==> src/rtl/zdd_pkg.sv <==
package zdd_pkg;
   typedef enum logic [3:0] {
      ST_IDLE, ST_SLASH, ST_ZERO, ST_X, ST_ADDR,
      ST_CNT, ST_SIZE, ST_TYPE, ST_TAIL, ST_FAULT
   } zdd_state_e;

   typedef enum logic [1:0] {
      UNIT_BYTE = 2'd0,
      UNIT_KIB  = 2'd1,
      UNIT_MIB  = 2'd2
   } zdd_unit_e;
endpackage

==> src/rtl/zdd_char_class.sv <==
module zdd_char_class
   import zdd_pkg::*;
(
   input  logic [7:0] chr_i,
   output logic       is_dec_o,
   output logic       is_hex_o,
   output logic [3:0] nib_o,
   output logic       is_unit_o,
   output zdd_unit_e  unit_o,
   output logic       is_type_o,
   output logic [2:0] type_o
);
   logic [7:0] upper;

   always_comb begin
      upper     = chr_i & 8'hDF;
      is_dec_o  = (chr_i >= 8'h30) && (chr_i <= 8'h39);
      is_hex_o  = is_dec_o || ((upper >= 8'h41) && (upper <= 8'h46));
      nib_o     = is_dec_o ? chr_i[3:0] : 4'(chr_i[3:0] + 4'd9);
      is_unit_o = (chr_i == 8'h42) || (chr_i == 8'h4B) || (chr_i == 8'h4D);
      unit_o    = (chr_i == 8'h4B) ? UNIT_KIB :
                  (chr_i == 8'h4D) ? UNIT_MIB : UNIT_BYTE;
      is_type_o = (upper >= 8'h41) && (upper <= 8'h47);
      type_o    = upper[2:0];
   end
endmodule

==> src/rtl/zdd_num_field.sv <==
module zdd_num_field #(
   parameter bit IS_HEX     = 1'b0,
   parameter int MAX_DIGITS = 3,
   parameter int W          = 10
) (
   input  logic         clk,
   input  logic         rst_n,
   input  logic         clr_i,
   input  logic         dig_i,
   input  logic [3:0]   nib_i,
   output logic [W-1:0] val_o,
   output logic         seen_o,
   output logic         ovf_o
);
   localparam int SW = $clog2(MAX_DIGITS + 1);

   logic [W-1:0]  val_q, val_nxt;
   logic [SW-1:0] sig_q;
   logic          lead;

   generate
      if (MAX_DIGITS < 1) begin : g_bad_digits
         $error("zdd_num_field: MAX_DIGITS must be at least 1");
      end
      if (IS_HEX) begin : g_hex
         if (W != 4 * MAX_DIGITS) begin : g_bad_w
            $error("zdd_num_field: hex width must be 4 per digit");
         end
         always_comb val_nxt = W'({val_q, nib_i});
      end else begin : g_dec
         always_comb val_nxt = W'(val_q * W'(10)) + W'(nib_i);
      end
   endgenerate

   assign lead  = (sig_q == '0) && (nib_i == 4'd0);
   assign ovf_o = dig_i && !lead && (sig_q == SW'(MAX_DIGITS));

   always_ff @(posedge clk or negedge rst_n) begin
      if (!rst_n) begin
         val_q  <= '0;
         sig_q  <= '0;
         seen_o <= 1'b0;
      end else if (clr_i) begin
         val_q  <= '0;
         sig_q  <= '0;
         seen_o <= 1'b0;
      end else if (dig_i && !ovf_o) begin
         val_q  <= val_nxt;
         seen_o <= 1'b1;
         if (!lead) sig_q <= sig_q + SW'(1);
      end
   end

   assign val_o = val_q;


   sig_limit_chk: assert property (@(posedge clk) disable iff (!rst_n)
      sig_q <= SW'(MAX_DIGITS));


   digit_marks_seen_chk: assert property (@(posedge clk) disable iff (!rst_n)
      (dig_i && !ovf_o && !clr_i) |=> seen_o);
endmodule

==> src/rtl/zdd_size_calc.sv <==
module zdd_size_calc
   import zdd_pkg::*;
#(
   parameter int CW  = 7,
   parameter int SZW = 10
) (
   input  logic [CW-1:0]  cnt_i,
   input  logic [SZW-1:0] size_i,
   input  zdd_unit_e      unit_i,
   output logic [31:0]    sect_bytes_o,
   output logic [31:0]    zone_bytes_o
);
   generate
      if (SZW + 20 > 32 || CW > 32) begin : g_bad_width
         $error("zdd_size_calc: scaled sector size exceeds 32 bits");
      end
   endgenerate

   always_comb begin
      case (unit_i)
         UNIT_KIB: sect_bytes_o = 32'(size_i) << 10;
         UNIT_MIB: sect_bytes_o = 32'(size_i) << 20;
         default:  sect_bytes_o = 32'(size_i);
      endcase
      zone_bytes_o = sect_bytes_o * 32'(cnt_i);
   end
endmodule

==> src/rtl/zone_desc_decoder.sv <==
module zone_desc_decoder
   import zdd_pkg::*;
#(
   parameter int ADDR_DIGITS = 8,
   parameter int CNT_DIGITS  = 2,
   parameter int SIZE_DIGITS = 3,
   localparam int AW  = 4 * ADDR_DIGITS,
   localparam int CW  = $clog2(10 ** CNT_DIGITS),
   localparam int SZW = $clog2(10 ** SIZE_DIGITS)
) (
   input  logic          clk,
   input  logic          rst_n,
   input  logic [7:0]    chr_i,
   input  logic          chr_vld_i,
   input  logic          eos_i,
   output logic [AW-1:0] zone_addr_o,
   output logic [CW-1:0] sect_cnt_o,
   output logic [31:0]   sect_bytes_o,
   output logic [31:0]   zone_bytes_o,
   output logic          rd_o,
   output logic          er_o,
   output logic          wr_o,
   output logic          valid_o,
   output logic          err_o
);
   generate
      if (AW > 32) begin : g_bad_addr
         $error("zone_desc_decoder: address wider than 32 bits");
      end
   endgenerate

   zdd_state_e  st_q, st_n;
   zdd_unit_e   unit_q, unit_c;
   logic [2:0]  type_q, type_c;
   logic        is_dec, is_hex, is_unit, is_type;
   logic [3:0]  nib;
   logic        clr, a_dig, c_dig, s_dig, unit_ld, type_ld, fin_ok;
   logic        a_seen, c_seen, s_seen, a_ovf, c_ovf, s_ovf;
   logic [SZW-1:0] size_val;

   zdd_char_class i_class (
      .chr_i(chr_i), .is_dec_o(is_dec), .is_hex_o(is_hex), .nib_o(nib),
      .is_unit_o(is_unit), .unit_o(unit_c), .is_type_o(is_type), .type_o(type_c));

   zdd_num_field #(.IS_HEX(1'b1), .MAX_DIGITS(ADDR_DIGITS), .W(AW)) i_addr (
      .clk(clk), .rst_n(rst_n), .clr_i(clr), .dig_i(a_dig), .nib_i(nib),
      .val_o(zone_addr_o), .seen_o(a_seen), .ovf_o(a_ovf));

   zdd_num_field #(.IS_HEX(1'b0), .MAX_DIGITS(CNT_DIGITS), .W(CW)) i_cnt (
      .clk(clk), .rst_n(rst_n), .clr_i(clr), .dig_i(c_dig), .nib_i(nib),
      .val_o(sect_cnt_o), .seen_o(c_seen), .ovf_o(c_ovf));

   zdd_num_field #(.IS_HEX(1'b0), .MAX_DIGITS(SIZE_DIGITS), .W(SZW)) i_size (
      .clk(clk), .rst_n(rst_n), .clr_i(clr), .dig_i(s_dig), .nib_i(nib),
      .val_o(size_val), .seen_o(s_seen), .ovf_o(s_ovf));

   zdd_size_calc #(.CW(CW), .SZW(SZW)) i_calc (
      .cnt_i(sect_cnt_o), .size_i(size_val), .unit_i(unit_q),
      .sect_bytes_o(sect_bytes_o), .zone_bytes_o(zone_bytes_o));

   always_comb begin
      st_n    = st_q;
      clr     = 1'b0;
      a_dig   = 1'b0;
      c_dig   = 1'b0;
      s_dig   = 1'b0;
      unit_ld = 1'b0;
      type_ld = 1'b0;
      if (chr_vld_i) begin
         case (st_q)
            ST_IDLE:  if (chr_i == 8'h23) begin st_n = ST_SLASH; clr = 1'b1; end
                      else st_n = ST_FAULT;
            ST_SLASH: st_n = (chr_i == 8'h2F) ? ST_ZERO : ST_FAULT;
            ST_ZERO:  st_n = (chr_i == 8'h30) ? ST_X : ST_FAULT;
            ST_X:     st_n = ((chr_i & 8'hDF) == 8'h58) ? ST_ADDR : ST_FAULT;
            ST_ADDR:  if (is_hex) begin
                         a_dig = 1'b1;
                         if (a_ovf) st_n = ST_FAULT;
                      end else if (chr_i == 8'h2F && a_seen) st_n = ST_CNT;
                      else st_n = ST_FAULT;
            ST_CNT:   if (is_dec) begin
                         c_dig = 1'b1;
                         if (c_ovf) st_n = ST_FAULT;
                      end else if (chr_i == 8'h2A && c_seen) st_n = ST_SIZE;
                      else st_n = ST_FAULT;
            ST_SIZE:  if (is_dec) begin
                         s_dig = 1'b1;
                         if (s_ovf) st_n = ST_FAULT;
                      end else if (is_unit && s_seen) begin
                         unit_ld = 1'b1;
                         st_n    = ST_TYPE;
                      end else st_n = ST_FAULT;
            ST_TYPE:  if (is_type) begin type_ld = 1'b1; st_n = ST_TAIL; end
                      else st_n = ST_FAULT;
            default:  st_n = ST_FAULT;
         endcase
      end
      fin_ok = (st_n == ST_TAIL);
      if (eos_i) st_n = ST_IDLE;
   end

   always_ff @(posedge clk or negedge rst_n) begin
      if (!rst_n) begin
         st_q    <= ST_IDLE;
         unit_q  <= UNIT_BYTE;
         type_q  <= '0;
         valid_o <= 1'b0;
         err_o   <= 1'b0;
      end else begin
         st_q    <= st_n;
         valid_o <= eos_i && fin_ok;
         err_o   <= eos_i && !fin_ok;
         if (clr)     begin unit_q <= UNIT_BYTE; type_q <= '0; end
         if (unit_ld) unit_q <= unit_c;
         if (type_ld) type_q <= type_c;
      end
   end

   assign rd_o = type_q[0];
   assign er_o = type_q[1];
   assign wr_o = type_q[2];


   valid_after_eos_chk: assert property (@(posedge clk) disable iff (!rst_n)
      valid_o |-> $past(eos_i));


   err_after_eos_chk: assert property (@(posedge clk) disable iff (!rst_n)
      err_o |-> $past(eos_i));


   valid_err_excl_chk: assert property (@(posedge clk) disable iff (!rst_n)
      !(valid_o && err_o));


   valid_single_chk: assert property (@(posedge clk) disable iff (!rst_n)
      valid_o |=> !valid_o);


   valid_has_rights_chk: assert property (@(posedge clk) disable iff (!rst_n)
      valid_o |-> (rd_o || er_o || wr_o));


   eos_to_idle_chk: assert property (@(posedge clk) disable iff (!rst_n)
      eos_i |=> (st_q == ST_IDLE));
endmodule

==> config.mk <==
export PLATFORM = sky130hd
export DESIGN_NAME = zone_desc_decoder
export DESIGN_NICKNAME = d
export VERILOG_FILES = /design/src/rtl/zdd_pkg.sv /design/src/rtl/zdd_char_class.sv /design/src/rtl/zdd_num_field.sv /design/src/rtl/zdd_size_calc.sv /design/src/rtl/zone_desc_decoder.sv
export SDC_FILE = /design/constraint.sdc
export NUM_CORES = 1
export LEC_CHECK = 0
export BUFFER_PORTS_ARGS = -buffer_cell sky130_fd_sc_hd__buf_4
export CAP_MARGIN = 20
export CORE_UTILIZATION = 35
export CTS_CLUSTER_DIAMETER = 150
export CTS_CLUSTER_SIZE = 12
export DETAILED_ROUTE_END_ITERATION = 6
export GPL_TIMING_DRIVEN = 0
export PLACE_DENSITY_LB_ADDON = 0.2
export REMOVE_ABC_BUFFERS = 1
export SLEW_MARGIN = 15
export SYNTH_ARGS = -nofsm -noshare
export SYNTH_HDL_FRONTEND = slang
export SYNTH_SLANG_ARGS = --single-unit
==> constraint.sdc <==
create_clock -name clk -period 8.91 [get_ports clk]
set_clock_uncertainty 0.1 [all_clocks]
set_input_delay 0.891 -clock clk [delete_from_list [all_inputs] [get_ports clk]]
set_output_delay 0.891 -clock clk [all_outputs]
set_load 0.02 [all_outputs]
* After elaboration in Yosys (flattened, before gate mapping)
Index checks and enable logic that the tools add are counted.
Widths: inputs -> output; s select.
** Word-level totals
- Bits in latches :: 0
- Register bits :: 71
- Bits in writable memories :: 0
- Memories :: 0
- Bits in read-only memories :: 0
- Output and inout port bits :: 108
- Input port bits :: 12
** Cells by class
- Shift-type cells :: 0
- Add/subtract/negate cells :: 6
- Reduce and logical (&&, ||, !) cells :: 43
- Equal/unequal tests :: 24
- Bitwise logic cells :: 0
- Divide/modulo/power cells :: 0
- Magnitude comparators :: 5
- Mux-type cells :: 64
- Multipliers :: 3
** Operators by type and width (count)
- $mux 4 :: 19
- $mux 32 :: 2
- $pmux 30 s2 :: 1
- $eq 8x6->1 const B :: 4
- $mul 32x7->32 :: 1
- $pmux 4 s8 :: 1
- $mux 1 :: 25
- $eq 8x7->1 const B :: 3
- $logic_and 1x1->1 :: 20
- $mux 10 :: 2
- $mux 2 :: 10
- $eq 4x3->1 const B :: 4
- $le 8x7->1 const B :: 2
- $mux 7 :: 2
- $logic_not 4->1 :: 3
- $add 10x4->10 :: 1
- $mul 10x3->9 const B :: 1
- $reduce_bool 2->1 :: 5
- $eq 4x2->1 const B :: 2
- $eq 4x4->1 const B :: 2
- $ge 8x6->1 const B :: 1
- $ge 8x7->1 const B :: 1
- $le 8x6->1 const B :: 1
- $add 7x4->7 :: 1
- other kinds (14) :: 31

* Longest topological paths before layout
- Word-level depth :: 15
- Mapped depth :: 23

* Modules after synthesis
From an unflattened synthesis, not the netlist that was laid out.
** Unflattened totals
- Cells, all modules :: 1199
- Area, all modules :: 10750.3 µm²
** By module, submodules not included
- zdd_size_calc :: times used 1, area an instance 6344.8 µm², cells an instance 771
- zdd_num_field (i_addr) :: times used 1, area an instance 1421.4 µm², cells an instance 102
- zdd_num_field (i_size) :: times used 1, area an instance 1027.2 µm², cells an instance 94
- zone_desc_decoder :: times used 1, area an instance 919.6 µm², cells an instance 118
- zdd_num_field (i_cnt) :: times used 1, area an instance 765.7 µm², cells an instance 76
- zdd_char_class :: times used 1, area an instance 271.5 µm², cells an instance 38

* Worst setup path before layout
OpenSTA, ideal clock, no wires.
- Path type :: flip-flop to output port
- Start :: register unit_q[1]
- End :: output zone_bytes_o[22]
- Cell stages (with the launch flop) :: 20
- Arrival :: 5.761 ns
- Slack :: 2.158 ns
- Cells stage by stage :: dfrtp_1 > ha_1 > clkbuf_1 > clkbuf_1 > and2_1 > nand2_1 > fa_1 > fa_1 > inv_1 > fa_1 > fa_1 > ha_1 > a21o_1 > a21oi_1 > a21oi_1 > o31ai_1 > a21boi_0 > o21ai_0 > nor2b_1 > o311ai_0
** Between the ends
- Cells in the longest elaborated chain, start to end :: 3
- Elaborated cells on any way between the ends :: 4
** Ends and longest elaborated chain
- start: declaration :: line zone_desc_decoder.sv:33 : zdd_unit_e unit_q, unit_c;
- start signal: assignment :: line zone_desc_decoder.sv:114 : if (unit_ld) unit_q <= unit_c;
- $eq 2x2->1 / $eq 2x1->1 (equally long branches) :: line zdd_size_calc.sv:20 : case (unit_i)
- $pmux 30 s2 (*) :: line zdd_size_calc.sv:20
- named net sect_bytes_o[0] :: line zone_desc_decoder.sv:18 : output logic [31:0] sect_bytes_o,
- $mul 32x7->32 (*) :: line zdd_size_calc.sv:25 : zone_bytes_o = sect_bytes_o * 32'(cnt_i);
- end: declaration :: line zone_desc_decoder.sv:19 : output logic [31:0] zone_bytes_o,
The timed path passes the listed nets; every way through them passes the cells marked *.

* Worst setup path after layout
- Start :: register unit_q[1]
- End :: output zone_bytes_o[31]
** Between the ends
- Cells in the longest elaborated chain, start to end :: 3
- Elaborated cells on any way between the ends :: 4
** Ends and longest elaborated chain (line)
- $eq 2x2->1 / $eq 2x1->1 (equally long branches) :: zdd_size_calc.sv:20
- $pmux 30 s2 (*) :: zdd_size_calc.sv:20
- $mul 32x7->32 (*) :: zdd_size_calc.sv:25
Mark *: on every way between the ends. The rest lies on a longest branch, timed or not.

==> results.md <==
* Fraction of layout cells with a size suffix above 1 at 0.116
* I/O pin count at 120
* CTS tree: done
* Max-slew violations at 0
* HP Class: reg2reg
* Row count at 63
* RSZ-0062 raised after global routing: no
* Clock Path Buffers at 2
* First-pass GRT wire length at 46.3 mm
* Count leader, synth: inv_1
* Post-Syn Instances at 1280
* Cts repair resizes at 0
* Area Overhead vs Synth at 13.8%
* Sequential area share after synthesis at 0.167
* CP required at just under 8000 ps
* Die X at 176 µm
* Clock-pin slew on the worst setup and hold paths at roughly 60 ps
* Root Buffer: clkbuf_16
* Overall Power at around 0.00076 W
* Hold_sp: i_addr.val_o[19]$_DFFE_PN0P_
* Number of CTS-inserted buffers at 9
* Vias per inst at around 5
* Hold Path Cell Cnt at 2
* FF-to-FF End: i_size.val_o[8]$_DFFE_PN0P_
* Syn avg cell area at 8.33 µm²
* Most used DFF post-synth: dfrtp_1
* Post-DP Area at roughly 0.012 mm²
* Lkg Pwr at approximately 6.5 nW
* R2r worst-path depth at 9
* Worst setup EP type: output pin
* Place WS at about 1200 ps
* Post-synth ARST share at 1.00
* Post-synth top area cell: fa_1
* Initial antenna violation count at 0
* Largest net degree at the start of global routing at 72
* Post-CTS Setup Inserts at 0
* Post-route core utilization at 0.407
* Worst reg2reg startpoint: i_size.val_o[1]$_DFFE_PN0P_
* Post-route antenna net violation count at 0
* Worst R2R Setup Slack at between 5000 and 6000 ps
* DRC errors left at 0
* CTS sink cnt at 71
* Period utilization at 0.900
* # nets final at roughly 1600
* Core Footprint at 0.0298 mm²
* Worst Path Max Fanout at 64
* Synth Warn # at 0
* Congestion Overflow GR at 0
* Top cells by area, synth: fa_1 (25%), dfrtp_1 (17%), and3_1 (8.6%)
* Initial DRC count at 512
* Pre-antenna DRT Iters at 5
* Port buffer count at about 120
* Pwr dens at 62.9 mW/mm²
* Hold_buf cts at 0
* Worst Tran Pin Value at approximately 1100 ps
* Die Ht at roughly 180 µm
* Final Critical Period at between 8000 and 9000 ps
* Starting density of the core at 0.358
* Worst hold slack at slightly above 400 ps
* Routed wire length at about 28 mm
* Setup Viol. Count Final at 0
* Post-route cell area at 0.0121 mm²
* Die area at 0.0311 mm²
* Max-cap viol count at 0
* CTS H-tree lvls at 3
* RD Place Congestion at 0.875
* Fillers at between 3000 and 4000
* Mapped Area at between 0.01 and 0.015 mm²
* Clk_lat worst skew at 330 ps
* FMAX at ~120 MHz
* Setup CP Type: reg2out
* Vias in the first global route at ~9000
* Via Count at roughly 8900
* CP startpoint kind: flip-flop
* EDFF count, synth at 0
* Post-DP HPWL at 19.7 mm
* Antenna diodes at 0
* WL/cell at ~16 µm
* Final Hold Fails at 0
* Arr. time, crit path at ~7000 ps
* Peak supply drop at around 0.11 mV
* GRT Overall Usage at 0.183
* Status: finished clean
* Yosys cell types at 70
* Worst hold endpoint: i_addr.val_o[23]$_DFFE_PN0P_
* Post-synthesis register bit count at between 70 and 80
* Area fraction of the dominant cell type after synthesis at 0.254
* Worst setup margin at approximately 890 ps
* Synth cell count leaders: inv_1 (174), nand2_1 (172), and3_1 (146)
* Rel. slew slack at 0.263
## metrics by stage
stage          setup TNS [ps]  std cells
6_report                    0       1728
5_1_grt                     0       1728
4_1_cts                     0       1728
3_5_place_dp                0       1712
3_3_place_gp           -11090       1705
2_1_floorplan               0       1198
## area by class of cell
class	count	area [µm²]	share of cell area
sequential	71	1780	0.147
multi-input combinational	953	7920	0.653
clock buffer	12	256	0.0212
clock inverter	4	53.8	0.00444
inverter	174	653	0.0539
timing repair buffer	124	975	0.0804
tap	390	488	0.0402
## worst max-delay path, stage by stage (launching register included)
cell       delay, ps
dfrtp_1          400
ha_2             930
nor2b_4          220
buf_12           250
and3_1           210
fa_1             510
fa_1             520
fa_1             540
inv_1             50
fa_1             520
inv_1             40
ha_1             410
a211oi_1         260
o21ai_0          140
a221oi_1         290
o21bai_1         170
o41ai_2          480
o2111ai_1        220
a21oi_1          210
xnor2_1          140
buf_4            160
## layout by cell type (no fill, tap or decap), drive strengths merged, types with 32 or more instances in the layout
| master | instances |
|---|---|
| a21oi | 46 |
| fa | 135 |
| nand3 | 32 |
| dfrtp | 71 |
| nor2 | 47 |
| o21ai | 71 |
| nand2 | 172 |
| inv | 174 |
| xnor2 | 48 |
| and3 | 146 |
| buf | 124 |
| ha | 72 |
## cell families after synthesis
kind of cell    count (synthesis)  synth area share
simple gates                  493             0.239
flops                          71             0.167
buf+inv                       257            0.0917
other cells                     1          0.000352
fa+ha+maj                     207             0.338
mux                             5           0.00470
compound gates                186             0.110
xor+xnor                       60            0.0493
## power breakdown
group / internal (W) / switching (W)
Combinational: 0.0000195 / 0.0000431
Clock: 0.000233 / 0.000140
Sequential: 0.000325 / 0.00000343
## registers in the layout, summed over array words and instances (netlist names), 3 cells and up
signal	flops
st_q	4
i_addr.sig_q	4
i_cnt.val_o	7
i_size.val_o	10
i_addr.val_o	32
type_q	3
## layer usage
metal | part of all wire | track usage | vias up
li1 | - | - | 4309
met2 | 0.46 | 0.299 | 206
met3 | 0.049 | 0.0243 | 16
met1 | 0.49 | 0.260 | 4344
met5 | 0 | 0 | -
met4 | 0.0083 | 0.0298 | 0
## worst max path at each step
stage | from | end | slack [ps] | cells past startpoint
floorplan | unit_q[0]$_DFFE_PN0P_ | zone_bytes_o[22] | 680 | 19
global placement | unit_q[0]$_DFFE_PN0P_ | zone_bytes_o[31] | -1120 | 20
detailed placement | unit_q[1]$_DFFE_PN0P_ | zone_bytes_o[31] | 1230 | 20
CTS | unit_q[1]$_DFFE_PN0P_ | zone_bytes_o[31] | 880 | 20
global route | unit_q[1]$_DFFE_PN0P_ | zone_bytes_o[31] | 300 | 20
finish | unit_q[1]$_DFFE_PN0P_ | zone_bytes_o[31] | 890 | 20
Power figures use the tool's default switching activity.
